[config.mk]
export PLATFORM = sky130hd
export DESIGN_NAME = vfo_tune_ctrl
export DESIGN_NICKNAME = d
export VERILOG_FILES = /design/src/rtl/vfo_pkg.sv /design/src/rtl/quad_step_decoder.sv /design/src/rtl/tune_control.sv /design/src/rtl/tune_datapath.sv /design/src/rtl/vfo_tune_ctrl.sv
export SDC_FILE = /design/constraint.sdc
export NUM_CORES = 2
export LEC_CHECK = 0
export BUFFER_PORTS_ARGS = -buffer_cell sky130_fd_sc_hd__buf_2
export CORE_MARGIN = 5
export CORE_UTILIZATION = 35
export DETAILED_ROUTE_END_ITERATION = 7
export HOLD_SLACK_MARGIN = 0.05
export SLEW_MARGIN = 20
export SYNTH_ARGS = -nofsm -noshare
export SYNTH_HDL_FRONTEND = slang
export SYNTH_HIERARCHICAL = 1
export SYNTH_SLANG_ARGS = --single-unit
export TNS_END_PERCENT = 1
[constraint.sdc]
create_clock -name clk -period 12.4 [get_ports clk]
set_clock_uncertainty 0.05 [all_clocks]
set_input_delay 2.48 -clock clk [delete_from_list [all_inputs] [get_ports clk]]
set_output_delay 2.48 -clock clk [all_outputs]
set_load 0.02 [all_outputs]
[src/rtl/vfo_pkg.sv]
package vfo_pkg;

  typedef enum logic [1:0] {
    MODE_MAIN = 2'd0,
    MODE_RIT  = 2'd1,
    MODE_CAL  = 2'd2,
    MODE_HOLD = 2'd3
  } tune_mode_t;

  // strobes from control to datapath, at most one target per cycle
  typedef struct packed {
    logic mainUp;
    logic mainDn;
    logic ritUp;
    logic ritDn;
    logic calUp;
    logic calDn;
    logic bandLoad;
    logic save;
    logic recall;
  } tune_strobe_t;

endpackage

[src/rtl/quad_step_decoder.sv]
module quad_step_decoder (
  input  logic clk,
  input  logic rstN,
  input  logic encA,
  input  logic encB,
  output logic stepUp,
  output logic stepDn
);
  logic [1:0] syncQ1, syncQ2, lastAb;

  always_ff @(posedge clk) begin
    if (!rstN) begin
      syncQ1 <= 2'b00;
      syncQ2 <= 2'b00;
      lastAb <= 2'b00;
    end else begin
      syncQ1 <= {encA, encB};
      syncQ2 <= syncQ1;
      lastAb <= syncQ2;
    end
  end

  // forward order (A leads): 00 -> 10 -> 11 -> 01 -> 00
  always_comb begin
    stepUp = 1'b0;
    stepDn = 1'b0;
    case ({lastAb, syncQ2})
      4'b00_10, 4'b10_11, 4'b11_01, 4'b01_00: stepUp = 1'b1;
      4'b00_01, 4'b01_11, 4'b11_10, 4'b10_00: stepDn = 1'b1;
      default: ; // no change or a double-bit jump
    endcase
  end
endmodule

[src/rtl/tune_control.sv]
module tune_control
  import vfo_pkg::*;
(
  input  logic         stepUp,
  input  logic         stepDn,
  input  tune_mode_t   mode,
  input  logic         bandLoadIn,
  input  logic         saveIn,
  input  logic         recallIn,
  output tune_strobe_t stb
);
  logic stepOk;

  always_comb begin
    stb        = '0;
    stepOk     = !recallIn && !bandLoadIn;
    stb.recall = recallIn;
    stb.save   = saveIn;
    stb.bandLoad = bandLoadIn && !recallIn;
    if (stepOk) begin
      unique case (mode)
        MODE_MAIN: begin stb.mainUp = stepUp; stb.mainDn = stepDn; end
        MODE_RIT:  begin stb.ritUp  = stepUp; stb.ritDn  = stepDn; end
        MODE_CAL:  begin stb.calUp  = stepUp; stb.calDn  = stepDn; end
        MODE_HOLD: ;
      endcase
    end
  end
endmodule

[src/rtl/tune_datapath.sv]
module tune_datapath
  import vfo_pkg::*;
#(
  parameter logic [31:0] F_MIN     = 32'd100_000,
  parameter logic [31:0] F_MAX     = 32'd30_000_000,
  parameter logic [31:0] BAND_BASE = 32'd1_800_000,
  parameter logic [31:0] BAND_STEP = 32'd1_000_000,
  parameter logic [31:0] OFF0_HZ   = 32'd455_000,
  parameter logic [31:0] OFF1_HZ   = 32'd700,
  parameter int          RIT_LIM   = 10000,
  parameter int          CAL_LIM   = 1000,
  parameter int          NUM_CH    = 16,
  parameter int          BAND_W    = 4,
  localparam int         CH_W      = $clog2(NUM_CH),
  localparam int         NUM_OFF   = 2
) (
  input  logic               clk,
  input  logic               rstN,
  input  tune_strobe_t       stb,
  input  logic [BAND_W-1:0]  bandCode,
  input  logic [CH_W-1:0]    chanSel,
  input  logic               ritEn,
  input  logic [NUM_OFF-1:0] offEn,
  input  logic [NUM_OFF-1:0] offNeg,
  output logic [31:0]        mainFreq,
  output logic [31:0]        ritVal,
  output logic [31:0]        freqOut,
  output logic               changeStb
);
  localparam logic [31:0] MAIN_STEP = 32'd10;
  localparam int          RIT_STEP  = 10;
  localparam logic [NUM_OFF-1:0][31:0] OFF_TAB = {OFF1_HZ, OFF0_HZ};

  logic [31:0] calVal;
  logic [31:0] mainNext, ritNext, calNext, sumNext;
  logic [31:0] memMain [NUM_CH];
  logic [31:0] memRit  [NUM_CH];
  logic [31:0] offTerm [NUM_OFF];

  function automatic logic [31:0] clampMain(input logic [32:0] v);
    if (v > {1'b0, F_MAX}) return F_MAX;
    if (v < {1'b0, F_MIN}) return F_MIN;
    return v[31:0];
  endfunction

  function automatic logic [31:0] stepSigned(input logic [31:0] cur, input int step,
                                             input int lim, input logic up);
    int s;
    s = int'($signed(cur));
    if (up) return (s >= lim - step) ? 32'(lim)  : 32'(s + step);
    else    return (s <= step - lim) ? 32'(-lim) : 32'(s - step);
  endfunction

  always_comb begin
    mainNext = mainFreq;
    if (stb.recall)
      mainNext = memMain[chanSel];
    else if (stb.bandLoad)
      mainNext = clampMain({1'b0, BAND_BASE} + 33'(bandCode) * 33'(BAND_STEP));
    else if (stb.mainUp)
      mainNext = clampMain({1'b0, mainFreq} + {1'b0, MAIN_STEP});
    else if (stb.mainDn)
      mainNext = (mainFreq < F_MIN + MAIN_STEP) ? F_MIN : mainFreq - MAIN_STEP;
  end

  always_comb begin
    ritNext = ritVal;
    if (stb.recall)     ritNext = memRit[chanSel];
    else if (stb.ritUp) ritNext = stepSigned(ritVal, RIT_STEP, RIT_LIM, 1'b1);
    else if (stb.ritDn) ritNext = stepSigned(ritVal, RIT_STEP, RIT_LIM, 1'b0);
  end

  always_comb begin
    calNext = calVal;
    if (stb.calUp)      calNext = stepSigned(calVal, 1, CAL_LIM, 1'b1);
    else if (stb.calDn) calNext = stepSigned(calVal, 1, CAL_LIM, 1'b0);
  end

  for (genvar g = 0; g < NUM_OFF; g++) begin : gOff
    assign offTerm[g] = !offEn[g] ? 32'd0 :
                        (offNeg[g] ? (32'd0 - OFF_TAB[g]) : OFF_TAB[g]);
  end

  always_comb begin
    sumNext = mainFreq + (ritEn ? ritVal : 32'd0) + calVal;
    for (int k = 0; k < NUM_OFF; k++) sumNext = sumNext + offTerm[k];
  end

  always_ff @(posedge clk) begin
    if (!rstN) begin
      mainFreq  <= BAND_BASE;
      ritVal    <= '0;
      calVal    <= '0;
      freqOut   <= BAND_BASE;
      changeStb <= 1'b0;
      for (int i = 0; i < NUM_CH; i++) begin
        memMain[i] <= BAND_BASE;
        memRit[i]  <= '0;
      end
    end else begin
      mainFreq  <= mainNext;
      ritVal    <= ritNext;
      calVal    <= calNext;
      freqOut   <= sumNext;
      changeStb <= (sumNext != freqOut);
      if (stb.save) begin
        memMain[chanSel] <= mainFreq;
        memRit[chanSel]  <= ritVal;
      end
    end
  end
endmodule

[src/rtl/vfo_tune_ctrl.sv]
module vfo_tune_ctrl
  import vfo_pkg::*;
#(
  parameter logic [31:0] F_MIN     = 32'd100_000,
  parameter logic [31:0] F_MAX     = 32'd30_000_000,
  parameter logic [31:0] BAND_BASE = 32'd1_800_000,
  parameter logic [31:0] BAND_STEP = 32'd1_000_000,
  parameter logic [31:0] OFF0_HZ   = 32'd455_000,
  parameter logic [31:0] OFF1_HZ   = 32'd700,
  parameter int          RIT_LIM   = 10000,
  parameter int          CAL_LIM   = 1000,
  parameter int          NUM_CH    = 16,
  parameter int          BAND_W    = 4,
  localparam int         CH_W      = $clog2(NUM_CH)
) (
  input  logic              clk,
  input  logic              rstN,
  input  logic              encA,
  input  logic              encB,
  input  logic [1:0]        modeSel,
  input  logic              ritEn,
  input  logic [1:0]        offEn,
  input  logic [1:0]        offNeg,
  input  logic              bandLoad,
  input  logic [BAND_W-1:0] bandCode,
  input  logic [CH_W-1:0]   chanSel,
  input  logic              savePulse,
  input  logic              recallPulse,
  output logic [31:0]       dispFreq,
  output logic [31:0]       ritOut,
  output logic [31:0]       freqOut,
  output logic              changeStb
);
  logic         stepUp, stepDn;
  tune_strobe_t stb;

  quad_step_decoder uDec (
    .clk(clk), .rstN(rstN), .encA(encA), .encB(encB),
    .stepUp(stepUp), .stepDn(stepDn)
  );

  tune_control uCtl (
    .stepUp(stepUp), .stepDn(stepDn), .mode(tune_mode_t'(modeSel)),
    .bandLoadIn(bandLoad), .saveIn(savePulse), .recallIn(recallPulse),
    .stb(stb)
  );

  tune_datapath #(
    .F_MIN(F_MIN), .F_MAX(F_MAX), .BAND_BASE(BAND_BASE), .BAND_STEP(BAND_STEP),
    .OFF0_HZ(OFF0_HZ), .OFF1_HZ(OFF1_HZ), .RIT_LIM(RIT_LIM), .CAL_LIM(CAL_LIM),
    .NUM_CH(NUM_CH), .BAND_W(BAND_W)
  ) uDp (
    .clk(clk), .rstN(rstN), .stb(stb), .bandCode(bandCode), .chanSel(chanSel),
    .ritEn(ritEn), .offEn(offEn), .offNeg(offNeg),
    .mainFreq(dispFreq), .ritVal(ritOut), .freqOut(freqOut), .changeStb(changeStb)
  );
endmodule

# Word level (Yosys, flattened, before mapping)
# Memory sizes are Yosys's and may differ from the RTL's.
# Cells that the tools add are included.
[word_totals]
register_bits = 135
mem_bits_rw = 1024
input_bits = 22
word_cells = 113
n_memories = 2
[memory_table]
columns = ["name", "depth", "width", "rd", "rd_clocked_by_memory_dff", "write_ports", "line_no", "rtl"]
rows = [
  ["uDp.memMain", 16, 32, 1, 0, 16, "tune_datapath.sv:36", "logic [31:0] memMain [NUM_CH];"],
  ["uDp.memRit", 16, 32, 1, 0, 16, "tune_datapath.sv:37", "logic [31:0] memRit [NUM_CH];"],
]
[op_classes]
add_sub_neg = 11
mul = 1
magnitude_cmp = 9
n_eq_ne = 11
n_mux = 59
n_reduce_logical = 12
[op_table]
columns = ["cell", "n"]
rows = [
  ["two-way mux 32 bit", 29],
  ["adder 32 bit", 4],
  ["greater-than comparator 33 x 25 -> 1 bit, second input constant", 2],
  ["less-than comparator 33 x 17 -> 1 bit, second input constant", 2],
  ["OR reduction 32 bit", 2],
  ["adder 32 x 4 -> 33 bit, second input constant", 1],
  ["adder 32 x 2 -> 32 bit, second input constant", 1],
  ["adder 32 x 5 -> 32 bit, second input constant", 1],
  [">= comparator 32 x 11 -> 1 bit, second input constant", 1],
  [">= comparator 32 x 15 -> 1 bit, second input constant", 1],
  ["<= comparator 32 x 11 -> 1 bit, second input constant", 1],
  ["<= comparator 32 x 15 -> 1 bit, second input constant", 1],
  ["less-than comparator 32 x 17 -> 1 bit, second input constant", 1],
  ["inequality test 32 bit", 1],
  ["subtractor 32 x 2 -> 32 bit, second input constant", 1],
  ["subtractor 32 x 4 -> 32 bit, second input constant", 1],
  ["subtractor 32 x 5 -> 32 bit, second input constant", 1],
  ["adder 21 x 24 -> 25 bit, first input constant", 1],
  ["two-way mux 1 bit", 24],
  ["multiplier 4 x 14 -> 18 bit, second input constant", 1],
  ["== test 4 bit, second input constant", 4],
  ["== test 4 x 3 -> 1 bit, second input constant", 2],
  ["two-way mux 4 bit", 2],
  ["OR reduction 4 bit", 2],
  ["12 further kinds", 16],
]

# Logic depth before layout (Yosys ltp)
[depth]
word_depth = 17
mapped_depth = 22
ltp_nobuf = 20

# By module
# The synthesis kept the hierarchy.
[by_module_without_submodules]
columns = ["mod", "instances", "cells_per_inst", "area_per_inst_um2", "seq_area_each_um2"]
rows = [
  ["tune_datapath", 1, 4856, 60892.2, 33332.0],
  ["quad_step_decoder", 1, 16, 186.4, 120.1],
  ["tune_control", 1, 13, 78.8, 0.0],
]

# Least setup slack after synthesis
# Ideal clock, no wire load.
[synth_timing]
path_type = "input to register"
from = "input port chanSel[0]"
to = "memory uDp.memMain[13][0], enable pin"
t_arrival_ns = 8.945
required_ns = 11.776
path_slack_ns = 2.831
cell_stages = 8
path_buffers = 6
cell_sequence = "buf_2 > buf_1 > buf_1 > buf_2 > nand2b_1 > clkbuf_1 > clkbuf_1 > o21ai_0"
[synth_rtl]
columns = ["element", "line_no", "rtl"]
rows = [
  ["from (decl)", "vfo_tune_ctrl.sv:26", "input logic [CH_W-1:0] chanSel,"],
  ["to (decl)", "tune_datapath.sv:36", ""],
]

# Worst setup path in the final report
[layout_timing]
from = "input port offEn[1]"
to = "register uDp.changeStb"
[layout_between]
elab_chain_len = 3
[layout_lines]
columns = ["element", "line_no", "rtl"]
rows = [
  ["from (decl)", "vfo_tune_ctrl.sv:22", "input logic [1:0] offEn,"],
  ["two-way mux 32 bit", "tune_datapath.sv:80", "assign offTerm[g] = !offEn[g] ? 32'd0 :"],
  ["adder 32 bit", "tune_datapath.sv:86", "for (int k = 0; k < NUM_OFF; k++) sumNext = sumNext + offTerm[k];"],
  ["inequality test 32 bit", "tune_datapath.sv:105", "changeStb <= (sumNext != freqOut);"],
  ["to (signal assigned)", "tune_datapath.sv:105", ""],
  ["to (decl)", "tune_datapath.sv:28", "output logic changeStb"],
]
# Every way passes these cells.
# A chain may end at the register's enable or synchronous reset.

==> impl_summary.md <==
Outcome
The run finished with clean final reports.

Worst setup path
Along the worst path, the maximum fanout reaches 16. Tracing the worst setup path back leads to its startpoint at offEn[1]. At the worst endpoint, the arrival time is 8.19 ns.

STA classifies the critical path endpoint as a flop. The worst reg-to-reg setup slack is 5.34 ns. The kind of critical path is input port to flop. The data required time of the critical path is 12.94 ns. The startpoint identified for the worst register-to-register timing path is uDp/mainFreq[8]. The kind of start point of the critical path is an input port.

Finish
The area growth from synthesis to final layout is 11.27%. The post-route netlist has 17.08% of its cells at a drive strength greater than 1. The number of nets at the end of the flow is 4966. Counting the fill cells in the layout gives 16457. The utilization of the core after routing is 39.15%.

Synth
The post-synthesis cell type with the largest combined area is edfxtp_1. Of the post-synthesis cell area, the dominant cell type holds 50.28%. The synthesized area is 0.06116 mm². Counting flops with an async set or reset pin after synthesis yields a share of 0%. The portion of the post-synthesis area used by sequential elements is 54.70%. Sorting the synthesized cells by how often they occur yields edfxtp_1 (1024), and2_1 (655), clkbuf_1 (381). The predominant post-synthesis flop cell is edfxtp_1. In this run, synthesis produced a sequential element count of 1159. Each instance of the synthesized netlist takes up on average 12.52 µm². Ranked by total cell area, the synthesized netlist is headed by edfxtp_1 (50%), mux4_2 (12%), and2_1 (6.7%), dfxtp_1 (4.4%), fa_1 (3.1%). The adder and majority gate portion of the synthesized area is 4.305%. The number of flops mapped to enable cells by yosys is 1024.

In this run, distinct cell masters in the synthesized netlist total 98. The number of warnings reported in the yosys synthesis log is 6. In the post-synthesis netlist, the cell with the most instances is edfxtp_1.

The fraction of synthesized area in multiplexers is 11.89%. Summing the areas of all and, or, nand and nor instances in the mapped netlist gives 15.95% of the synthesized area. The share of the synthesized netlist area taken by xor and xnor gates is 2.379%. After synthesis, the largest family of logic cells by area is simple AND/OR/NAND/NOR gates. The number of standard cells after synthesis is 4885. The post-synthesis net count is 5061. The synthesized netlist devotes 6.655% of its cell area to compound gates.

STA
The clock period minus final worst setup slack is 7.647 ns. The hold violation count in the final report is 0. Derived from the worst setup path, the maximum achievable clock frequency is 130.8 MHz. For the pin with the worst max-slew slack, the measured transition is 1.189 ns. The worst hold margin is 0.3764 ns. Setup repair after global routing left no endpoint under its margin. The slack of the critical path is 4.753 ns.

The worst relative slew slack is 20.73%. The final period utilization is 61.67%. The final max-slew violation count is 0. The final setup violation count is 0. For the final routed database, the setup TNS stands at 0 ns.

Clocking
The total number of clock tree sinks is 1159. In this run the clock root is driven by a clkbuf_16. The clock-pin transition on the worst setup and hold timing paths is 0.06 ns. The number of H-tree branching levels is 3. Hold repair after CTS inserted 0 buffers. The number of gates resized after CTS is 0.

TritonCTS created 118 clock buffers. TritonCTS built the clock tree. The buffer levels on the longest clock path is 3. For the worst-skew pair, the clock arrives at the later sink with an insertion delay of 0.75 ns. The setup fix buffers added after clock tree synthesis is 0.

GRT
The wire length of the first global-routing pass is 291.6 mm. The number of global-route vias before repair is 41264. The initial antenna violation count was 10. The overall global routing resource usage is 21.20%.

The maximum number of pins on one net before global-route repair is 111. Summed over all layers, the global routing overflow is 0.

Floorplanning
After floorplanning, the core was sized to cover 0.1738 mm². The die footprint is 0.1832 mm². The floorplan die width is 428.0 µm.

The height of the die is 428.0 µm. During I/O placement, the number of pins put on the boundary was 119. Once the floorplan was initialized, standard cells occupied 35.18% of the core.

The floorplan has 153 rows.

Power
Total power for the finished layout comes to 10.05 mW. Dividing total power by cell area gives a power density of 147.7 mW/mm². VDD sags by at most 0.1147 mV. The total leakage power is 23.18 nW.

Place
Detailed placement ended at an HPWL of 121.5 mm. At the end of routability-driven placement, the weighted congestion stood at 0.8948. In this run the tool buffered the top-level ports with 118 buffer cells.

Prior to clock tree synthesis, the placed netlist has a worst setup slack of 3.971 ns.

Job
The number of maximum-capacitance violations is 0.

Drt
After detailed routing, the total wire length is 200.0 mm. The iteration count of the initial detailed-routing pass is 6. The detailed-route via count is 41700. Dividing the detail-routed wire length by the instance count gives 27.68 µm. In this run, the number of DRC markers left after iteration 0 of detailed routing was 4938. The antenna violation net count after detailed routing is 0. Dividing the detail-routed via count by the number of cells gives 5.771. The number of design rule violations left after detail routing is 0.

Hold path
The worst hold path belongs to the class flop to flop. In this run the most critical hold path is launched from uDec/syncQ1[1].
-- stage by stage --
stage	std cells	cell area (µm²)
finish	7226	68050
detailed placement	6995	64230
floorplan	4885	61160
global route	7219	68030
global placement	6995	64220
CTS	7215	68020
-- critical path: stages --
cell and delay [ns]:
buf_2 0.11, nand2_1 0.05, buf_4 0.28, inv_1 0.31, fa_1 0.53, fa_1 0.53
inv_1 0.06, fa_1 0.54, inv_1 0.05, ha_1 0.46, xor2_1 0.21, nor2_1 0.05
a2111oi_0 0.49, nand4_1 0.21, nor4b_1 0.33, o2111ai_1 0.15, or4_1 0.52, or4_1 0.49
nor4_1 0.23, a21oi_1 0.09
-- per-layer routing --
layer | share of wire, % | track usage (%) | vias up
met5 | 0 | 0 | -
met4 | 4.5 | 8.922 | 0
met3 | 7.7 | 2.830 | 396
met2 | 49 | 35.83 | 2057
met1 | 39 | 27.51 | 21407
li1 | - | - | 17840
-- logic make-up (layout without fill, tap and decap cells) --
family                     Yosys count  after routing
buffers and inverters              652            657
adders and majority gates          154            154
xor gates and xnor gates           155            155
muxes                              326            326
other                                0             11
AOI/OAI and AO/OA                  630            630
DFF                               1159           1159
and+or+nand+nor                   1809           1809
-- power by group --
| group | switching (mW) | leakage [nW] | internal [mW] |
|---|---|---|---|
| combinational | 1.24 | 10.3 | 0.699 |
| clock | 1.57 | 1.85 | 2.00 |
| sequential | 0.136 | 11.1 | 4.41 |
-- layout make-up --
cell class | instances | area [µm²] | share of cell area, %
clock inverter | 70 | 658.1 | 0.9672
inverter | 189 | 709.4 | 1.043
antenna | 11 | 27.53 | 0.04045
tap | 2325 | 2909 | 4.275
timing repair buffer | 248 | 1650 | 2.425
sequential | 1159 | 33450 | 49.16
multi-input combinational | 3074 | 25510 | 37.48
clock buffer | 150 | 3134 | 4.606
-- cells in the final DEF, fill, tap and decap left out, drive strengths merged, types with 14 or more instances in the layout --
cell	n
xnor2	100
a211oi	37
and2	656
clkinv	58
ha	60
edfxtp	1024
or3	25
dfxtp	135
a31oi	41
nand4	40
inv	185
a21o	18
o211ai	14
buf	248
and3	33
o31ai	23
mux4	320
o21ai	150
clkbuf	150
nand2	349
nor4	96
nand2b	25
nor2	168
nor3	265
a21oi	185
a22oi	14
xor2	48
nor2b	26
fa	94
nand3	67
o21a	14
-- worst paths after layout --
path	end	cells after the start
setup / recovery	uDp/changeStb	20
hold / removal	uDec/syncQ2[1]	1
setup reg to reg	uDp/changeStb	18
hold reg to reg	uDec/syncQ2[1]	1
-- flip-flops by register name, summed over array words and instances (netlist names) --
register       flops
uDec/lastAb        2
uDp/mainFreq      32
uDp/calVal        32
uDp/memRit       512
uDp/ritVal        32
uDp/freqOut       32
uDec/syncQ1        2
uDp/changeStb      1
uDec/syncQ2        2
uDp/memMain      512
(Power assumes the default switching activity.)
